===== config.mk =====
export PLATFORM = sky130hd
export DESIGN_NAME = byte_serial_mul
export DESIGN_NICKNAME = d
export VERILOG_FILES = /design/src/rtl/bsm_pkg.sv /design/src/rtl/bsm_byte_mul.sv /design/src/rtl/bsm_ctrl.sv /design/src/rtl/bsm_accum.sv /design/src/rtl/byte_serial_mul.sv
export SDC_FILE = /design/constraint.sdc
export NUM_CORES = 1
export LEC_CHECK = 0
export ABC_AREA = 1
export CORE_MARGIN = 2
export CORE_UTILIZATION = 53
export CTS_CLUSTER_DIAMETER = 60
export DETAILED_ROUTE_END_ITERATION = 10
export PLACE_DENSITY_LB_ADDON = 0.05
export RECOVER_POWER = 25
export SLEW_MARGIN = 40
export SYNTH_ARGS = -nofsm -noshare
export SYNTH_HDL_FRONTEND = slang
export SYNTH_SLANG_ARGS = --single-unit

===== constraint.sdc =====
create_clock -name clk -period 8.6 [get_ports clk]
set_input_delay 2.15 -clock clk [delete_from_list [all_inputs] [get_ports clk]]
set_output_delay 2.15 -clock clk [all_outputs]
set_load 0.01 [all_outputs]

===== src/rtl/bsm_pkg.sv =====
package bsm_pkg;
  // Sub-cycle of one byte-pair step; IDLE means no work in flight.
  typedef enum logic [1:0] {
    PH_IDLE = 2'd0,
    PH_LO   = 2'd1,
    PH_HI   = 2'd2,
    PH_CY   = 2'd3
  } phase_e;
endpackage


===== src/rtl/bsm_byte_mul.sv =====
module bsm_byte_mul #(
  parameter int W = 8
) (
  input  logic [W-1:0]   x,
  input  logic [W-1:0]   y,
  output logic [2*W-1:0] p
);
  // Shift-and-add expansion of the single narrow multiplier.
  always_comb begin
    p = '0;
    for (int n = 0; n < W; n++) begin
      if (y[n]) p = p + ({{W{1'b0}}, x} << n);
    end
  end
endmodule


===== src/rtl/bsm_ctrl.sv =====
module bsm_ctrl
  import bsm_pkg::*;
#(
  parameter int NB = 2,
  parameter int IW = (NB > 1) ? $clog2(NB) : 1,
  parameter int KW = $clog2(2 * NB + 1)
) (
  input  logic          clk,
  input  logic          rst_n,
  input  logic          start,
  output phase_e        phase,
  output logic [IW-1:0] i_idx,
  output logic [IW-1:0] j_idx,
  output logic [KW-1:0] k_off,
  output logic          load,
  output logic          busy,
  output logic          done
);
  localparam logic [IW-1:0] LAST     = IW'(NB - 1);
  localparam logic [KW-1:0] BACK     = KW'(NB - 1);
  localparam int            RUN_CYC  = 3 * NB * NB;
  localparam int            CW       = $clog2(RUN_CYC + 2);

  phase_e phase_q;

  assign phase = phase_q;
  assign busy  = (phase_q != PH_IDLE);
  assign load  = (phase_q == PH_IDLE) && start;

  always_ff @(posedge clk or negedge rst_n) begin
    if (!rst_n) begin
      phase_q <= PH_IDLE;
      i_idx   <= '0;
      j_idx   <= '0;
      k_off   <= '0;
      done    <= 1'b0;
    end else begin
      done <= 1'b0;
      unique case (phase_q)
        PH_IDLE: begin
          if (start) begin
            phase_q <= PH_LO;
            i_idx   <= '0;
            j_idx   <= '0;
            k_off   <= '0;
          end
        end
        PH_LO: phase_q <= PH_HI;
        PH_HI: phase_q <= PH_CY;
        PH_CY: begin
          if (j_idx == LAST) begin
            // window advances one, then backs off so the next row starts one byte higher
            j_idx <= '0;
            k_off <= k_off + KW'(1) - BACK;
            if (i_idx == LAST) begin
              phase_q <= PH_IDLE;
              i_idx   <= '0;
              done    <= 1'b1;
            end else begin
              phase_q <= PH_LO;
              i_idx   <= i_idx + IW'(1);
            end
          end else begin
            phase_q <= PH_LO;
            j_idx   <= j_idx + IW'(1);
            k_off   <= k_off + KW'(1);
          end
        end
        default: phase_q <= PH_IDLE;
      endcase
    end
  end

  // Run-length observer for the busy window.
  logic [CW-1:0] run_len;
  always_ff @(posedge clk or negedge rst_n) begin
    if (!rst_n)    run_len <= '0;
    else if (load) run_len <= '0;
    else if (busy) run_len <= run_len + CW'(1);
  end


  done_busy_excl_chk: assert property (@(posedge clk) disable iff (!rst_n)
    !(done && busy));

  done_single_chk: assert property (@(posedge clk) disable iff (!rst_n)
    done |=> !done);

  run_len_chk: assert property (@(posedge clk) disable iff (!rst_n)
    done |-> (run_len == CW'(RUN_CYC)));

  window_pos_chk: assert property (@(posedge clk) disable iff (!rst_n)
    busy |-> (k_off == (KW'(i_idx) + KW'(j_idx))));
endmodule


===== src/rtl/bsm_accum.sv =====
module bsm_accum
  import bsm_pkg::*;
#(
  parameter int W  = 8,
  parameter int NB = 2,
  parameter int KW = $clog2(2 * NB + 1)
) (
  input  logic              clk,
  input  logic              rst_n,
  input  logic              clear,
  input  phase_e            phase,
  input  logic [KW-1:0]     k_off,
  input  logic [2*W-1:0]    pp,
  output logic [2*NB*W-1:0] acc
);
  localparam int RB = 2 * NB;

  logic [W-1:0] byte_q [RB];
  logic         carry_q;

  logic [KW-1:0] tgt;
  logic          wr_en;
  logic [W-1:0]  cur;
  logic [W-1:0]  addend;
  logic          cin;
  logic [W:0]    sum;

  always_comb begin
    tgt    = k_off;
    addend = '0;
    cin    = 1'b0;
    unique case (phase)
      PH_LO: begin tgt = k_off;           addend = pp[W-1:0]; cin = 1'b0;    end
      PH_HI: begin tgt = k_off + KW'(1);  addend = pp[2*W-1:W]; cin = carry_q; end
      PH_CY: begin tgt = k_off + KW'(2);  addend = '0;        cin = carry_q; end
      default: ;
    endcase
    wr_en = (phase != PH_IDLE) && (tgt < KW'(RB));
    cur = '0;
    for (int b = 0; b < RB; b++) begin
      if (tgt == KW'(b)) cur = byte_q[b];
    end
    sum = {1'b0, cur} + {1'b0, addend} + {{W{1'b0}}, cin};
  end

  for (genvar b = 0; b < RB; b++) begin : g_byte
    always_ff @(posedge clk or negedge rst_n) begin
      if (!rst_n)                           byte_q[b] <= '0;
      else if (clear)                       byte_q[b] <= '0;
      else if (wr_en && (tgt == KW'(b)))    byte_q[b] <= sum[W-1:0];
    end
    assign acc[b*W +: W] = byte_q[b];
  end

  always_ff @(posedge clk or negedge rst_n) begin
    if (!rst_n)               carry_q <= 1'b0;
    else if (clear)           carry_q <= 1'b0;
    else if (phase == PH_CY)  carry_q <= 1'b0;
    else if (phase != PH_IDLE) carry_q <= sum[W];
  end


  top_carry_zero_chk: assert property (@(posedge clk) disable iff (!rst_n)
    ((phase == PH_CY) && !(tgt < KW'(RB))) |-> !carry_q);

  carry_fresh_chk: assert property (@(posedge clk) disable iff (!rst_n)
    (phase == PH_LO) |-> !carry_q);
endmodule


===== src/rtl/byte_serial_mul.sv =====
module byte_serial_mul
  import bsm_pkg::*;
#(
  parameter int W  = 8,
  parameter int NB = 2,
  localparam int OW = NB * W,
  localparam int PW = 2 * NB * W
) (
  input  logic          clk,
  input  logic          rst_n,
  input  logic          start,
  input  logic [OW-1:0] a_in,
  input  logic [OW-1:0] b_in,
  output logic          busy,
  output logic          done,
  output logic [PW-1:0] product
);
  localparam int IW = (NB > 1) ? $clog2(NB) : 1;
  localparam int KW = $clog2(2 * NB + 1);

  phase_e        phase;
  logic [IW-1:0] i_idx;
  logic [IW-1:0] j_idx;
  logic [KW-1:0] k_off;
  logic          load;
  logic [OW-1:0] op_a;
  logic [OW-1:0] op_b;
  logic [W-1:0]  a_byte;
  logic [W-1:0]  b_byte;
  logic [2*W-1:0] pp;

  always_ff @(posedge clk or negedge rst_n) begin
    if (!rst_n) begin
      op_a <= '0;
      op_b <= '0;
    end else if (load) begin
      op_a <= a_in;
      op_b <= b_in;
    end
  end

  assign a_byte = op_a[j_idx*W +: W];
  assign b_byte = op_b[i_idx*W +: W];

  bsm_ctrl #(.NB(NB), .IW(IW), .KW(KW)) u_ctrl (
    .clk   (clk),
    .rst_n (rst_n),
    .start (start),
    .phase (phase),
    .i_idx (i_idx),
    .j_idx (j_idx),
    .k_off (k_off),
    .load  (load),
    .busy  (busy),
    .done  (done)
  );

  bsm_byte_mul #(.W(W)) u_bmul (
    .x (a_byte),
    .y (b_byte),
    .p (pp)
  );

  bsm_accum #(.W(W), .NB(NB), .KW(KW)) u_acc (
    .clk   (clk),
    .rst_n (rst_n),
    .clear (load),
    .phase (phase),
    .k_off (k_off),
    .pp    (pp),
    .acc   (product)
  );


  final_value_chk: assert property (@(posedge clk) disable iff (!rst_n)
    done |-> (product == (PW'(op_a) * PW'(op_b))));

  ops_frozen_chk: assert property (@(posedge clk) disable iff (!rst_n)
    busy |=> ($stable(op_a) && $stable(op_b)));

  idle_hold_chk: assert property (@(posedge clk) disable iff (!rst_n)
    (!busy && !start) |=> $stable(product));

  start_clear_chk: assert property (@(posedge clk) disable iff (!rst_n)
    (!busy && start) |=> (busy && (product == '0)));
endmodule


==> results.json <==
{
  "critPathLaunchType": "flop",
  "clock_latency_ps": 330,
  "final_area_mm2": 0.01002,
  "reg2regPathDepth": 63,
  "finClkSkew_ps": 7.057,
  "boundaryPins": 69,
  "setup_ws_ps": -430.4,
  "cts_root_buffer": "clkbuf_16",
  "synth_xor_area_share_pct": 2.210,
  "tightest_slew_ps": 3831,
  "met2_usage_pct": 49.87,
  "cp-startpoint": "u_ctrl.j_idx",
  "final-setup-viol-count": 17,
  "first_pass_iters": 8,
  "cp_slowest_cell": "dfrtp_2",
  "place_hpwl_mm": 14.17,
  "post-route-period-util_pct": 105.0,
  "cts.hold.buffers_added": 0,
  "ys_ff_latch": 73,
  "syn-instance-count": 979,
  "drv_slew": 74,
  "clk_pin_slew_ps": 60,
  "grt_pass1_wl_mm": 31.41,
  "critPathBufInv": 9,
  "synth_top_cell_by_area": "dfrtp_1",
  "placed_cell_area_mm2": 0.008691,
  "cts_made_buffers": 9,
  "die_w_um": 116.7,
  "die_h_um": 116.7,
  "antenna_cells": 0,
  "regToRegEndpoint": "u_acc.acc[7]",
  "cp_slowest_stage_delay_ps": 490,
  "crit_cells": 63,
  "r2r_slack_ps": -430,
  "grt_use_met1_pct": 38.23,
  "core_area_mm2": 0.01252,
  "wire_per_inst_um": 14.62,
  "grt_max_degree": 74,
  "clock_path_buffers": 2,
  "port_buffers": 68,
  "grt_use_total_pct": 28.93,
  "final.fill_count": 878,
  "die-area_mm2": 0.01363,
  "violations": "capacitance limit, slew limit, setup timing",
  "worstReg2RegStart": "u_ctrl.j_idx",
  "grt_pass1_vias": 6869,
  "yosys.area_share.simple_pct": 28.64,
  "gr-usage-met3_pct": 3.684,
  "drive_gt1_share_pct": 32.75,
  "grt_overflow": 0,
  "pre_cts_ws_ps": -843.2,
  "rows": 41,
  "grt.busiest_layer": "met2",
  "cp_data_arrival_time_ps": 9300,
  "synth_top_area_share_pct": 27.12,
  "finish.utilization_pct": 80.08,
  "grt_setup_unrepaired": "yes",
  "cp_top_family": "compound AO/OA/AOI/OAI gates",
  "routabilityCongestion": 0.8575,
  "hold_path.class": "flop to flop",
  "finalWirelength_mm": 20.77,
  "area_growth_pct": 48.79,
  "synth_top_family_by_area": "simple AND/OR/NAND/NOR gates",
  "drc": 0,
  "cts_tree": "done",
  "cp-end-kind": "flop",
  "synth.yosys.warnings": 0,
  "path_max_fanout": 7,
  "start_util_pct": 53.82,
  "crit_required_ps": 8870,
  "ctsHtreeMaxLevel": 3,
  "synth-adder-area-share_pct": 13.60,
  "drt.antenna.violating_nets": 0,
  "via_count": 7512,
  "synth_compound_area_share_pct": 17.74,
  "slew_headroom_pct": -155.4,
  "antenna_found_initial": 0,
  "status": "complete, but fails checks",
  "layout.nets": 1348,
  "cts.sinks": 73,
  "synth_mux_area_share_pct": 1.170,
  "synth_area_leaders": "dfrtp_1, nand2_1, ha_1, inv_1, o21ai_0",
  "finalHoldViolCount": 0,
  "criticalPathCategory": "flop to flop",
  "syn_nets": 1083,
  "via_per_inst": 5.286,
  "period_needed_ps": 9030,
  "synth_cell_types": 49,
  "drv_cap": 1,
  "crit_path_end": "u_acc.acc[7]",
  "seq_area_frac_synth_pct": 27.12,
  "max_freq_mhz": 110.7,
  "synth_area_per_cell_um2": 6.881,
  "syn_area_mm2": 0.006736,
  "drt_iter0_drc": 449
}
[placed cells by master (no fill, tap or decap), types with 6 or more instances in the layout]
cell type and instances:
nand2_1 249, buf_4 195, inv_1 121, dfrtp_1 72
clkdlybuf4s50_1 67, o21ai_0 56, nor2_1 56, ha_1 46
a21oi_1 38, nand2_2 37, nand3_1 34, o21ai_1 34
a21oi_2 21, nand3_2 20, o21ai_2 19, inv_2 16
xor2_1 13, ha_4 13, nor2_2 12, clkbuf_16 9
buf_6 8, o21bai_1 7, nand2_4 6, mux2_2 6
[worst min-delay path by stage]
| stage | startpoint | end | slack (ps) | depth (start not counted) |
|---|---|---|---|---|
| final | op_b[9] | op_b[9] | 480 | 2 |
| after CTS | op_a[15] | op_a[15] | 480 | 2 |
| after global placement | op_a[15] | op_a[15] | 460 | 2 |
| after detailed placement | op_a[15] | op_a[15] | 460 | 2 |
| after global routing | op_b[12] | op_b[12] | 510 | 2 |
| after floorplan | op_a[15] | op_a[15] | 440 | 2 |
[worst min-delay path, delay by kind of cell, from the launching register on]
family | cells | cell delay (ps)
AND/OR/NAND/NOR | 2 | 110
flip-flops | 1 | 340
[cells by family after synthesis]
group / count (synthesis)
simple gates: 438
compound gates: 212
buf+inv: 163
flops: 73
fa+ha+maj: 69
xor+xnor: 17
mux: 7
[flip-flops by register name, summed over array words and instances (netlist names)]
signal,count
u_ctrl.j_idx,1
u_acc.acc,32
op_a,16
u_ctrl.phase,2
u_ctrl.i_idx,1
u_ctrl.done,1
op_b,16
u_ctrl.k_off,3
u_acc.carry_q,1
[cells in the mapped netlist (all sizes together)]
cell / instances
a21o: 4
a2bb2oi: 1
a221oi: 1
clkinv: 5
ha: 62
o21ai: 110
nand3: 55
fa: 7
nor3: 7
buf: 5
o221a: 1
o22ai: 4
a31oi: 4
inv: 140
a21oi: 60
o211a: 1
nand4: 3
o21bai: 9
dfrtp: 73
mux2: 7
o31ai: 2
a32o: 1
a211oi: 8
nand2: 293
nand3b: 4
and2: 1
nor2: 72
xor2: 13
clkbuf: 13
o21ba: 1
a21boi: 3
or2: 3
o21a: 2
xnor2: 4
[stage by stage]
step | instances | hold WS, ps | TNS [ps]
global placement | 1352 | 459.2 | -9087
detailed placement | 1352 | 461.9 | -11710
finish | 1421 | 478.3 | -5102
global route | 1421 | 505.9 | -16370
floorplan | 979 | 441.4 | 0
CTS | 1396 | 478.7 | -2157
[per-layer routing]
layer | share of wire, % | vias up
met4 | 1.6 | 0
met1 | 44 | 3540
li1 | - | 3722
met5 | 0 | -
met2 | 50 | 213
met3 | 4.1 | 37
[area by class of cell]
cell class	instances	area, um2	share of cell area [%]
timing repair buffer	272	2248	22.43
clock buffer	11	242.7	2.422
tap	172	215.2	2.147
sequential	73	1828	18.24
multi-input combinational	743	4873	48.62
inverter	145	551.8	5.505
clock inverter	5	63.81	0.6366
[timing repair]
item / CTS / global route
endpoints found under the setup margin: 24 / 27
resized for setup: 96 / 81
buffers inserted: 29 / 25
pin swaps: 58 / 84
hold endpoints to repair: 0 / 0
Power is not shown: default switching activity piles up to over one toggle a cycle in this logic, so the estimate is an artifact.
